## src/rtl/adc_pbus_pkg.sv

```systemverilog
`timescale 1ns/1ps
package adc_pbus_pkg;
  typedef enum logic {BUS_BYTE = 1'b0, BUS_WORD = 1'b1} bus_mode_e;
endpackage

```

## src/rtl/adc_conv_seq.sv

```systemverilog
`timescale 1ns/1ps
module adc_conv_seq #(
  parameter int unsigned DATA_W      = 12,
  parameter int unsigned CHAN_W      = 3,
  parameter int unsigned CONV_CYCLES = 13
) (
  input  logic              clk_i,
  input  logic              rst_ni,
  input  logic              start_ni,
  input  logic [CHAN_W-1:0] chan_i,
  input  logic [DATA_W-1:0] sample_i,
  output logic              busy_o,
  output logic [DATA_W-1:0] result_o,
  output logic [CHAN_W-1:0] tag_o
);
  localparam int unsigned CNT_W = $clog2(CONV_CYCLES);

  logic              start_q, busy_q, fall, launch, last;
  logic [CNT_W-1:0]  cnt_q;
  logic [CHAN_W-1:0] chan_hold_q, tag_q;
  logic [DATA_W-1:0] result_q;

  assign fall   = start_q & ~start_ni;
  assign launch = fall & ~busy_q;
  assign last   = busy_q && (cnt_q == CNT_W'(CONV_CYCLES - 1));

  always_ff @(posedge clk_i or negedge rst_ni) begin
    if (!rst_ni) start_q <= 1'b1;
    else         start_q <= start_ni;
  end

  always_ff @(posedge clk_i or negedge rst_ni) begin
    if (!rst_ni) begin
      busy_q      <= 1'b0;
      cnt_q       <= '0;
      chan_hold_q <= '0;
      result_q    <= '0;
      tag_q       <= '0;
    end else if (launch) begin
      busy_q      <= 1'b1;
      cnt_q       <= '0;
      chan_hold_q <= chan_i;
    end else if (busy_q) begin
      if (last) begin
        busy_q   <= 1'b0;
        result_q <= sample_i;
        tag_q    <= chan_hold_q;
      end else begin
        cnt_q <= cnt_q + 1'b1;
      end
    end
  end

  assign busy_o   = busy_q;
  assign result_o = result_q;
  assign tag_o    = tag_q;

  // independent run-length counter for the busy window
  logic [CNT_W:0] chk_len_q;
  always_ff @(posedge clk_i or negedge rst_ni) begin
    if (!rst_ni)     chk_len_q <= '0;
    else if (busy_q) chk_len_q <= chk_len_q + 1'b1;
    else             chk_len_q <= '0;
  end

  a_r1_launch_busy: assert property (@(posedge clk_i) disable iff (!rst_ni)
    launch |=> busy_q);
  a_r2_busy_length: assert property (@(posedge clk_i) disable iff (!rst_ni)
    $fell(busy_q) |-> chk_len_q == (CNT_W+1)'(CONV_CYCLES));
  a_r2_result_hold: assert property (@(posedge clk_i) disable iff (!rst_ni)
    (busy_q && !last) |=> $stable(result_q));
  a_r10_ignore_start: assert property (@(posedge clk_i) disable iff (!rst_ni)
    (fall && busy_q && !last) |=> busy_q && $stable(chan_hold_q));
endmodule

```

## src/rtl/adc_bus_ctrl.sv

```systemverilog
`timescale 1ns/1ps
module adc_bus_ctrl
  import adc_pbus_pkg::*;
#(
  parameter int unsigned DATA_W = 12,
  parameter int unsigned BYTE_W = 8,
  parameter int unsigned CHAN_W = 3
) (
  input  logic              clk_i,
  input  logic              rst_ni,
  input  logic              cs_ni,
  input  logic              wr_ni,
  input  logic              mode_i,
  input  logic [DATA_W-1:0] db_i,
  output bus_mode_e         mode_o,
  output logic [CHAN_W-1:0] chan_o
);
  bus_mode_e         mode_q;
  logic              wr_q, wr_stb, hben, hi_ok, word_ok;
  logic [CHAN_W-1:0] chan_q;

  assign wr_stb  = ~cs_ni & ~wr_ni & wr_q;
  assign hben    = db_i[BYTE_W];
  assign hi_ok   = (db_i[BYTE_W-1:CHAN_W] == '0);
  assign word_ok = (db_i[DATA_W-1:BYTE_W+CHAN_W] == '0);

  always_ff @(posedge clk_i or negedge rst_ni) begin
    if (!rst_ni) begin
      wr_q   <= 1'b1;
      mode_q <= BUS_WORD;
    end else begin
      wr_q <= wr_ni;
      if (cs_ni) mode_q <= bus_mode_e'(mode_i);
    end
  end

  always_ff @(posedge clk_i or negedge rst_ni) begin
    if (!rst_ni) chan_q <= '0;
    else if (wr_stb) begin
      if (mode_q == BUS_WORD) begin
        if (word_ok) chan_q <= db_i[BYTE_W +: CHAN_W];
      end else if (hben && hi_ok) begin
        chan_q <= db_i[CHAN_W-1:0];
      end
    end
  end

  assign mode_o = mode_q;
  assign chan_o = chan_q;

  a_r9_mode_hold: assert property (@(posedge clk_i) disable iff (!rst_ni)
    !cs_ni |=> $stable(mode_q));
  a_r8_reject_high: assert property (@(posedge clk_i) disable iff (!rst_ni)
    (wr_stb && mode_q == BUS_BYTE && hben && !hi_ok) |=> $stable(chan_q));
  a_r7_low_keep: assert property (@(posedge clk_i) disable iff (!rst_ni)
    (wr_stb && mode_q == BUS_BYTE && !hben) |=> $stable(chan_q));
endmodule

```

## src/rtl/adc_read_mux.sv

```systemverilog
`timescale 1ns/1ps
module adc_read_mux
  import adc_pbus_pkg::*;
#(
  parameter int unsigned DATA_W = 12,
  parameter int unsigned BYTE_W = 8,
  parameter int unsigned CHAN_W = 3
) (
  input  logic              cs_ni,
  input  logic              rd_ni,
  input  bus_mode_e         mode_i,
  input  logic              hben_i,
  input  logic [DATA_W-1:0] result_i,
  input  logic [CHAN_W-1:0] tag_i,
  output logic [DATA_W-1:0] db_o,
  output logic              oe_o
);
  localparam int unsigned HI_W = DATA_W - BYTE_W;
  localparam int unsigned PAD  = BYTE_W - HI_W - CHAN_W;

  logic [BYTE_W-1:0] hi_byte;
  assign hi_byte = {{PAD{1'b0}}, tag_i, result_i[DATA_W-1:BYTE_W]};

  always_comb begin
    oe_o = ~cs_ni & ~rd_ni;
    db_o = '0;
    if (oe_o) begin
      if (mode_i == BUS_WORD) db_o = result_i;
      else if (hben_i)        db_o = DATA_W'(hi_byte);
      else                    db_o = DATA_W'(result_i[BYTE_W-1:0]);
    end
  end
endmodule

```

## src/rtl/adc_pbus_frontend.sv

```systemverilog
`timescale 1ns/1ps
module adc_pbus_frontend
  import adc_pbus_pkg::*;
#(
  parameter int unsigned DATA_W      = 12,
  parameter int unsigned BYTE_W      = 8,
  parameter int unsigned CHAN_W      = 3,
  parameter int unsigned CONV_CYCLES = 13
) (
  input  logic              clk_i,
  input  logic              rst_ni,
  input  logic              conv_start_ni,
  input  logic [DATA_W-1:0] sample_i,
  input  logic              word_mode_i,
  input  logic              cs_ni,
  input  logic              rd_ni,
  input  logic              wr_ni,
  input  logic [DATA_W-1:0] db_i,
  output logic [DATA_W-1:0] db_o,
  output logic              db_oe_o,
  output logic              busy_o
);
  bus_mode_e         mode;
  logic [CHAN_W-1:0] chan, tag;
  logic [DATA_W-1:0] result;

  adc_bus_ctrl #(.DATA_W(DATA_W), .BYTE_W(BYTE_W), .CHAN_W(CHAN_W)) u_ctrl (
    .clk_i(clk_i), .rst_ni(rst_ni), .cs_ni(cs_ni), .wr_ni(wr_ni),
    .mode_i(word_mode_i), .db_i(db_i), .mode_o(mode), .chan_o(chan));

  adc_conv_seq #(.DATA_W(DATA_W), .CHAN_W(CHAN_W), .CONV_CYCLES(CONV_CYCLES)) u_seq (
    .clk_i(clk_i), .rst_ni(rst_ni), .start_ni(conv_start_ni), .chan_i(chan),
    .sample_i(sample_i), .busy_o(busy_o), .result_o(result), .tag_o(tag));

  adc_read_mux #(.DATA_W(DATA_W), .BYTE_W(BYTE_W), .CHAN_W(CHAN_W)) u_mux (
    .cs_ni(cs_ni), .rd_ni(rd_ni), .mode_i(mode), .hben_i(db_i[BYTE_W]),
    .result_i(result), .tag_i(tag), .db_o(db_o), .oe_o(db_oe_o));

  a_r3_idle_bus: assert property (@(posedge clk_i) disable iff (!rst_ni)
    (cs_ni || rd_ni) |-> (!db_oe_o && db_o == '0));
  a_r6_high_pad: assert property (@(posedge clk_i) disable iff (!rst_ni)
    (db_oe_o && mode == BUS_BYTE && db_i[BYTE_W]) |-> (db_o[DATA_W-1:BYTE_W-1] == '0));
  a_r5_low_pad: assert property (@(posedge clk_i) disable iff (!rst_ni)
    (db_oe_o && mode == BUS_BYTE) |-> (db_o[DATA_W-1:BYTE_W] == '0));
endmodule

```

## config.mk

```make
export PLATFORM = sky130hd
export DESIGN_NAME = adc_pbus_frontend
export DESIGN_NICKNAME = d
export VERILOG_FILES = /design/src/rtl/adc_pbus_pkg.sv /design/src/rtl/adc_conv_seq.sv /design/src/rtl/adc_bus_ctrl.sv /design/src/rtl/adc_read_mux.sv /design/src/rtl/adc_pbus_frontend.sv
export SDC_FILE = /design/constraint.sdc
export NUM_CORES = 1
export LEC_CHECK = 0
export BUFFER_PORTS_ARGS = -buffer_cell sky130_fd_sc_hd__buf_2
export CAP_MARGIN = 20
export CORE_MARGIN = 5
export CORE_UTILIZATION = 30
export DETAILED_ROUTE_END_ITERATION = 7
export HOLD_SLACK_MARGIN = 0.02
export PLACE_DENSITY = 0.6
export SKIP_CTS_REPAIR_TIMING = 1
export SLEW_MARGIN = 5
export SYNTH_ARGS = -nofsm -noshare
export SYNTH_HDL_FRONTEND = slang
export SYNTH_HIERARCHICAL = 1
export SYNTH_SLANG_ARGS = --single-unit
```

## constraint.sdc

```tcl
create_clock -name clk_i -period 1.3 [get_ports clk_i]
set_input_delay 0.195 -clock clk_i [delete_from_list [all_inputs] [get_ports clk_i]]
set_output_delay 0.195 -clock clk_i [all_outputs]
set_load 0.02 [all_outputs]
```

# Word-level counts from Yosys, hierarchy flattened
# Index checks and enable logic that the tools add are counted.
[totals]
ff_bits = 29
inputBits = 31
output_inout_bits = 14
word_cells = 44
[op_classes]
addsub = 1
eq_ne = 3
n_mux = 12
bitwise = 11
reduce_logical = 8
[op_table]
columns = ["operator", "count"]
rows = [
  ["$mux 12", 2],
  ["$mux 4", 3],
  ["$mux 3", 3],
  ["$mux 8", 1],
  ["$not 1->1", 6],
  ["$reduce_and 3->1", 2],
  ["$and 1x1->1", 5],
  ["$logic_not 5->1", 1],
  ["$add 4x1->4 const B", 1],
  ["$eq 4x4->1 const B", 1],
  ["$reduce_bool 2->1", 2],
  ["$mux 1", 3],
  ["$logic_and 1x1->1", 2],
  ["$ne 2x1->1 const B", 1],
  ["$ne 2x2->1 const B", 1],
  ["$reduce_and 2->1", 1],
]

# Depth between registers and ports, before layout
# Gate-level depths: netlist (run 1).
[depth]
word_depth = 5
mapped_depth = 5
ltp_nobuf = 5

# Cells and area by module
# The synthesis (run 1) kept the hierarchy.
[modules_own_cells]
columns = ["module", "n_inst", "cells_per_inst", "area_per_inst_um2", "seq_area_each_um2"]
rows = [
  ["adc_conv_seq", 1, 65, 1019.7, 601.8],
  ["adc_bus_ctrl", 1, 27, 299.0, 127.6],
  ["adc_read_mux", 1, 32, 163.9, 0.0],
]

# Worst setup path before layout (run 1)
# OpenSTA, ideal clock, no wires.
[synth_timing]
path_type = "reg2reg"
from = "register u_seq.cnt_q[0]"
to = "register u_seq.result_q[10] (netlist: u_seq/result_o[10])"
setup_ps = 125
arrival_time_ps = 1316
t_required_ps = 1175
setup_slack_ps = -142
path_stages_with_launch = 6
path_buffers = 1
synth_period_minus_slack_ps = 1442
cell_sequence = "dfrtp_1 -> inv_1 -> ha_1 -> nand4_4 -> buf_6 -> mux2_4"
[synth_via]
elab_chain_len = 3
[synth_lines]
columns = ["element", "line_no", "source"]
rows = [
  ["start: declaration", "adc_conv_seq.sv:19", "logic [CNT_W-1:0] cnt_q;"],
  ["start signal: assignment", "adc_conv_seq.sv:49", "cnt_q <= cnt_q + 1'b1;"],
  ["$eq 4x4->1", "adc_conv_seq.sv:25", "assign last = busy_q && (cnt_q == CNT_W'(CONV_CYCLES - 1));"],
  ["$logic_and 1x1->1", "adc_conv_seq.sv:25", ""],
  ["$reduce_and 3->1 (no source line)", "--", ""],
  ["end signal: assignment", "adc_conv_seq.sv:46", "result_q <= sample_i;"],
  ["end: declaration", "adc_conv_seq.sv:21", "logic [DATA_W-1:0] result_q;"],
]
# No other way between the ends.
# A chain may end at the register's enable or synchronous reset.

# Worst setup path in the final report (run 1)
[layout_timing]
from = "register u_ctrl.mode_q (netlist: u_ctrl/mode_o)"
to = "output port db_o[6]"
[layout_via]
elab_chain_len = 2
[layout_lines]
columns = ["element", "line_no", "source"]
rows = [
  ["start: declaration", "adc_bus_ctrl.sv:18", "bus_mode_e mode_q;"],
  ["start signal: assignment", "adc_bus_ctrl.sv:33", "if (cs_ni) mode_q <= bus_mode_e'(mode_i);"],
  ["$mux 12", "adc_read_mux.sv:28", "if (mode_i == BUS_WORD) db_o = result_i;"],
  ["$mux 12", "adc_read_mux.sv:27", "if (oe_o) begin"],
  ["end: declaration", "adc_pbus_frontend.sv:19", "output logic [DATA_W-1:0] db_o,"],
]
# No other way between the ends.

==> metrics.md, run 1 <==
| Metric | Value |
|---|---|
| DR vias | 1153 |
| Mapped Area | 1480 um2 |
| Max Cap Viol | 0 |
| Slew HR | 77.6% |
| Post-synth net total | 157 |
| Share of synthesized area occupied by flip-flops and latches | 49.2% |
| Average size of a mapped cell | 12.0 um2 |
| Core area | 4750 um2 |
| Largest net degree at the start of global routing | 24 |
| I/O Pins | 45 |
| Total design power | 3.77 mW |
| Post-synth top flop | dfrtp_1 |
| Clock latency on the worst-skew pair | 280 ps |
| Setup ws final | -305 ps |
| Asr flop ratio synth | 100% |
| Final WL | 3380 um |
| Post-layout util | 47.6% |
| Slew @ Worst Pin | 333 ps |
| Worst IR Drop VDD | 0.783 mV |
| Drt first pass iters | 2 |
| Register bit total from synthesis | 29 |
| Dpl cell area | 2000 um2 |
| Period utilization | 123% |
| Failing checks | setup timing |
| Pins Over Slew Limit | 0 |
| Nets | 219 |
| Post-synth EDFFs | 0 |
| Routability cong. | 0.711 |
| ANT cells | 0 |
| Crit path max fanout | 8 |
| Worst-path clk slew | 60 ps |
| Hold Path Class | input port to register |
| PD cells | 1660 nW/um2 |
| Vias in the first global route | 1185 |
| Yosys cell types | 30 |
| Area contributors post-synth | dfrtp_1 44%, mux2_4 10%, mux2_2 8.4%, dfstp_2 5.3%, nand2_1 4.1% |
| Die Area | 6450 um2 |
| First-pass GRT wire length | 5290 um |
| Die H | 80.3 um |
| Number of DRC violations after detailed-routing iteration 0 | 32 |
| Startpoint types | register |
| H-Tree Depth | 2 |
| Post-synth top area share | 43.9% |
| Clock Skews | 4.52 ps |
| RSZ-0062 raised after global routing | yes |
| GR Util All Layers | 10.9% |
| P_leak | 1.03 nW |
| Number of port buffers | 44 |
| Cell with the most instances after synthesis | dfrtp_1 |
| Via-per-instance ratio | 4.54 |
| CTS tree | done |
| Yosys top cell by area | dfrtp_1 |
| Sink Count | 29 |
| Die X-Extent | 80.3 um |
| Worst hold margin | 34.0 ps |
| CTS Buffer Depth | 2 |
| Fin. Hold Viols | 0 |
| Worst EP required | 1110 ps |
| Design Area, Final | 2260 um2 |
| Status | complete, but fails checks |
| Minimum clock period | 1610 ps |
| Row Count | 25 |
| WL/cell | 13.3 um |
| Setup Crit Path Kind | register to output pin |
| YS warnings | 6 |
| Cts bufs inserted | 5 |
| F_max | 623 MHz |
| Crit. End Element | output pin |
| Root Buffer | clkbuf_8 |
| Antenna violations before repair | 0 |
| Drt drc | 0 |
| ANT nets after route | 0 |
| Remaining Overflow, GRT | 0 |
| Layout cells sized above 1 | 70.6% |
| Mapped Cells | 124 |
| Setup violators final | 25 |
| CP arrival | 1410 ps |
| Setup TNS | -3800 ps |
| Hpwl dp | 2560 um |
| Initial core utilization | 31.2% |
| Area delta synth->final | 52.7% |
| Post-synth top cells | 26 x dfrtp_1, 16 x nand2_1, 11 x mux2_2 |
[worst paths after layout]
check                      slack, ps  cells past startpoint           endpoint              start
max                             -310                      4            db_o[6]      u_ctrl/mode_o
min reg2reg                      510                      1  u_seq/result_o[4]  u_seq/result_o[4]
min in group asynchronous        280                      2  u_seq/result_o[0]             rst_ni
max reg2reg                     -300                      5   u_ctrl/chan_o[0]      u_ctrl/mode_o
max in group asynchronous        570                      3      u_seq/start_q             rst_ni
min                               30                      1        u_ctrl/wr_q              wr_ni
[logic make-up after synthesis]
logic type,share of synthesized area [%]
and+or+nand+nor,19.5
DFF,49.2
muxes,20.5
AOI/OAI and AO/OA,5.57
buffers and inverters,3.54
adders and majority gates,1.69
[where the power goes]
part | leakage [nW] | switching [mW] | internal (mW)
Combinational | 0.630 | 0.653 | 0.902
Sequential | 0.354 | 0.272 | 1.24
Clock | 0.0450 | 0.335 | 0.370
Total | 1.03 | 1.26 | 2.51
[critical path, stage by stage, from the launching register on]
cell      delay (ps)
dfstp_2          560
nand2b_4         180
nand2_1          110
a21oi_4          130
buf_4            150
[state kept, by name (all words and copies together), names as in the netlist]
name,cells
u_ctrl/chan_o,3
u_ctrl/mode_o,1
u_ctrl/wr_q,1
u_seq/busy_o,1
u_seq/chan_hold_q,3
u_seq/cnt_q,4
u_seq/result_o,12
u_seq/start_q,1
u_seq/tag_o,3
[final cells by class]
class	instances	area, um2
multi-input cells	87	910
clock inverters	2	10.0
fillers	453	2490
flip-flops and latches	29	731
inverters	4	20.0
well taps	67	83.8
repair buffers	59	438
clock buffers	6	72.6
[cells in the final DEF (no fill, tap or decap), drive strengths merged]
master	count
a211oi	5
a21oi	9
and2b	1
and3	5
buf	58
clkbuf	6
clkinv	2
dfrtp	26
dfstp	3
dlygate4sd3	1
ha	2
inv	4
mux2	21
mux2i	3
nand2	16
nand2b	2
nand3	1
nand4	2
nor2	5
nor2b	1
nor3	1
nor3b	2
nor4	3
or2	2
or3	1
or3b	4
or4b	1
[per-layer routing]
metal | track usage (%) | part of all wire, %
met1 | 13.6 | 45
met2 | 16.6 | 47
met3 | 3.25 | 6.0
met4 | 6.59 | 1.9
met5 | 0 | 0
[through the flow]
stage / std cells / worst slack (ps)
2_1_floorplan: 124 / -78.1
3_3_place_gp: 243 / -162
3_5_place_dp: 243 / -189
4_1_cts: 251 / -506
5_1_grt: 254 / -357
6_report: 254 / -305
Note: power is estimated with default switching activity, not from simulation.
==> run 2: changes to the inputs <==
Settings changed: CORE_MARGIN 5 to not set.
==> run 2 against run 1 <==
  * Largest cell class unchanged
  * Global-route usage rose by 1.4 points
  * Total power fell by 1.1%
  * Final cell count rose by 1.2%
  * The run still ends with setup timing left
  * Final area fell by 1.0%
==> metrics.md, run 2 (synthesis results as in run 1) <==
| Metric | Value |
|---|---|
| Status | complete, but fails checks (unchanged) |
| Failing checks | setup timing (unchanged) |
| Number of port buffers | 44 (unchanged) |
| Fin. Hold Viols | 0 (unchanged) |
| F_max | 636 MHz (was 623 MHz) |
| Drt drc | 0 (unchanged) |
| Die Area | 5230 um2 (was 6450 um2) |
| Hpwl dp | 2280 um (was 2560 um) |
| Nets | 222 (was 219) |
| Cts bufs inserted | 5 (unchanged) |
| Max Cap Viol | 0 (unchanged) |
| Worst-path clk slew | 60 ps (about the same) |
| CP arrival | 1380 ps (was 1410 ps) |
| Max reg flops | 12 (unchanged) |
| Startpoint types | register (unchanged) |
| Final WL | 3120 um (was 3380 um) |
| Die H | 72.3 um (was 80.3 um) |
| Crit path max fanout | 7 (was 8) |
| H-Tree Depth | 2 (unchanged) |
| Vias in the first global route | 1090 (was 1185) |
| Slew HR | 75.9% (was 77.6%) |
| I/O Pins | 45 (unchanged) |
| Worst IR Drop VDD | 0.584 mV (was 0.783 mV) |
| GR Util All Layers | 12.3% (was 10.9%) |
| Commonest non-fill, non-tap cell in the layout | buf_2 (unchanged) |
| Area delta synth->final | 51.1% (was 52.7%) |
| Row Count | 25 (unchanged) |
| Largest net degree at the start of global routing | 30 (was 24) |
| ANT cells | 0 (unchanged) |
| Number of DRC violations after detailed-routing iteration 0 | 28 (was 32) |
| Setup TNS | -2970 ps (was -3800 ps) |
| Reg2Reg Setup Slack | -210 ps (was -300 ps) |
| Period utilization | 121% (was 123%) |
| Worst EP required | 1110 ps (about the same) |
| Crit. End Element | output pin (unchanged) |
| WL/cell | 12.1 um (was 13.3 um) |
| ANT nets after route | 0 (unchanged) |
| Routability cong. | 0.733 (was 0.711) |
| Setup Crit Path Kind | register to output pin (unchanged) |
| Setup ws final | -272 ps (was -305 ps) |
| Remaining Overflow, GRT | 0 (unchanged) |
| Clock latency on the worst-skew pair | 280 ps (about the same) |
| Hold Path Class | input port to register (unchanged) |
| Root Buffer | clkbuf_8 (unchanged) |
| P_leak | 1.03 nW (about the same) |
| First-pass GRT wire length | 4820 um (was 5290 um) |
| CTS Buffer Depth | 2 (unchanged) |
| DR vias | 1141 (was 1153) |
| Initial core utilization | 31.2% (unchanged) |
| PD cells | 1660 nW/um2 (about the same) |
| RSZ-0062 raised after global routing | yes (unchanged) |
| Pins Over Slew Limit | 0 (unchanged) |
| Via-per-instance ratio | 4.44 (was 4.54) |
| Minimum clock period | 1570 ps (was 1610 ps) |
| Die X-Extent | 72.3 um (was 80.3 um) |
| Setup Slack @ Placement | -212 ps (was -189 ps) |
| Most frequent cells in the layout | 32 x buf_2, 25 x dfrtp_1, 20 x buf_4, 13 x mux2_4, 10 x nand2_1 (was 32 x buf_2, 25 x dfrtp_1, 16 x buf_4, 14 x mux2_4) |
| Drt first pass iters | 4 (was 2) |
| Clock Skews | 6.20 ps (was 4.52 ps) |
| Core area | 4750 um2 (unchanged) |
| Layout cells sized above 1 | 67.4% (was 70.6%) |
| Setup violators final | 16 (was 25) |
| Sink Count | 29 (unchanged) |
| Slew @ Worst Pin | 361 ps (was 333 ps) |
| Antenna violations before repair | 0 (unchanged) |
| Total design power | 3.73 mW (was 3.77 mW) |
| CTS tree | done (unchanged) |
-- run 2: cell count changes in the layout (fill, tap and decap cells not counted), sizes merged --
| cell | change |
|---|---|
| buf | +3 |
| clkinv | -2 |
| clkbuf | +2 |
-- run 2: metrics by stage --
step	std cells	hold slack, ps	util, %	cell area [um2]
6_report	257	38.3	47.1	2240
5_1_grt	257	23.8	47.1	2240
4_1_cts	253	-76.0	43.8	2080
3_5_place_dp	245	230	41.9	1990
3_3_place_gp	245	219	41.9	1990
2_1_floorplan	124	-101	-	1600
-- run 2: worst paths after layout --
kind,depth (start not counted),to,startpoint
worst max register to register,4,u_ctrl/chan_o[1],u_ctrl/mode_o
worst min-delay path,1,u_ctrl/wr_q,wr_ni
worst max-delay path,4,db_o[1],u_ctrl/mode_o
min in group asynchronous,3,u_seq/result_o[0],rst_ni
max in group asynchronous,3,u_ctrl/mode_o,rst_ni
worst min register to register,1,u_seq/result_o[7],u_seq/result_o[7]
-- run 2: final cells by class --
type                       instances  area, um2
clock buffer                       8       90.1
fill                             448       2510
inverter                           4       20.0
multi-input combinational         87        877
sequential                        29        731
tap                               67       83.8
timing repair buffer              62        439
-- run 2: power breakdown --
group	internal (mW)	switching, mW	total [mW]
clock network	0.430	0.316	0.746
registers	1.24	0.263	1.50
logic	0.869	0.614	1.48
-- run 2: worst max-delay path, cell delays in order (launching register included) --
cell and delay [ps]:
dfstp_2 550, and2b_4 220, nand2_1 110, a21oi_4 70, buf_4 150
-- run 2: per-layer routing --
metal / track usage, % / wire length [um] / up-vias
met4: 5.88 / 60 / 0
met1: 14.9 / 1340 / 535
met3: 4.17 / 155 / 6
li1: - / - / 568
met5: 0 / 0 / -
met2: 19.8 / 1560 / 32
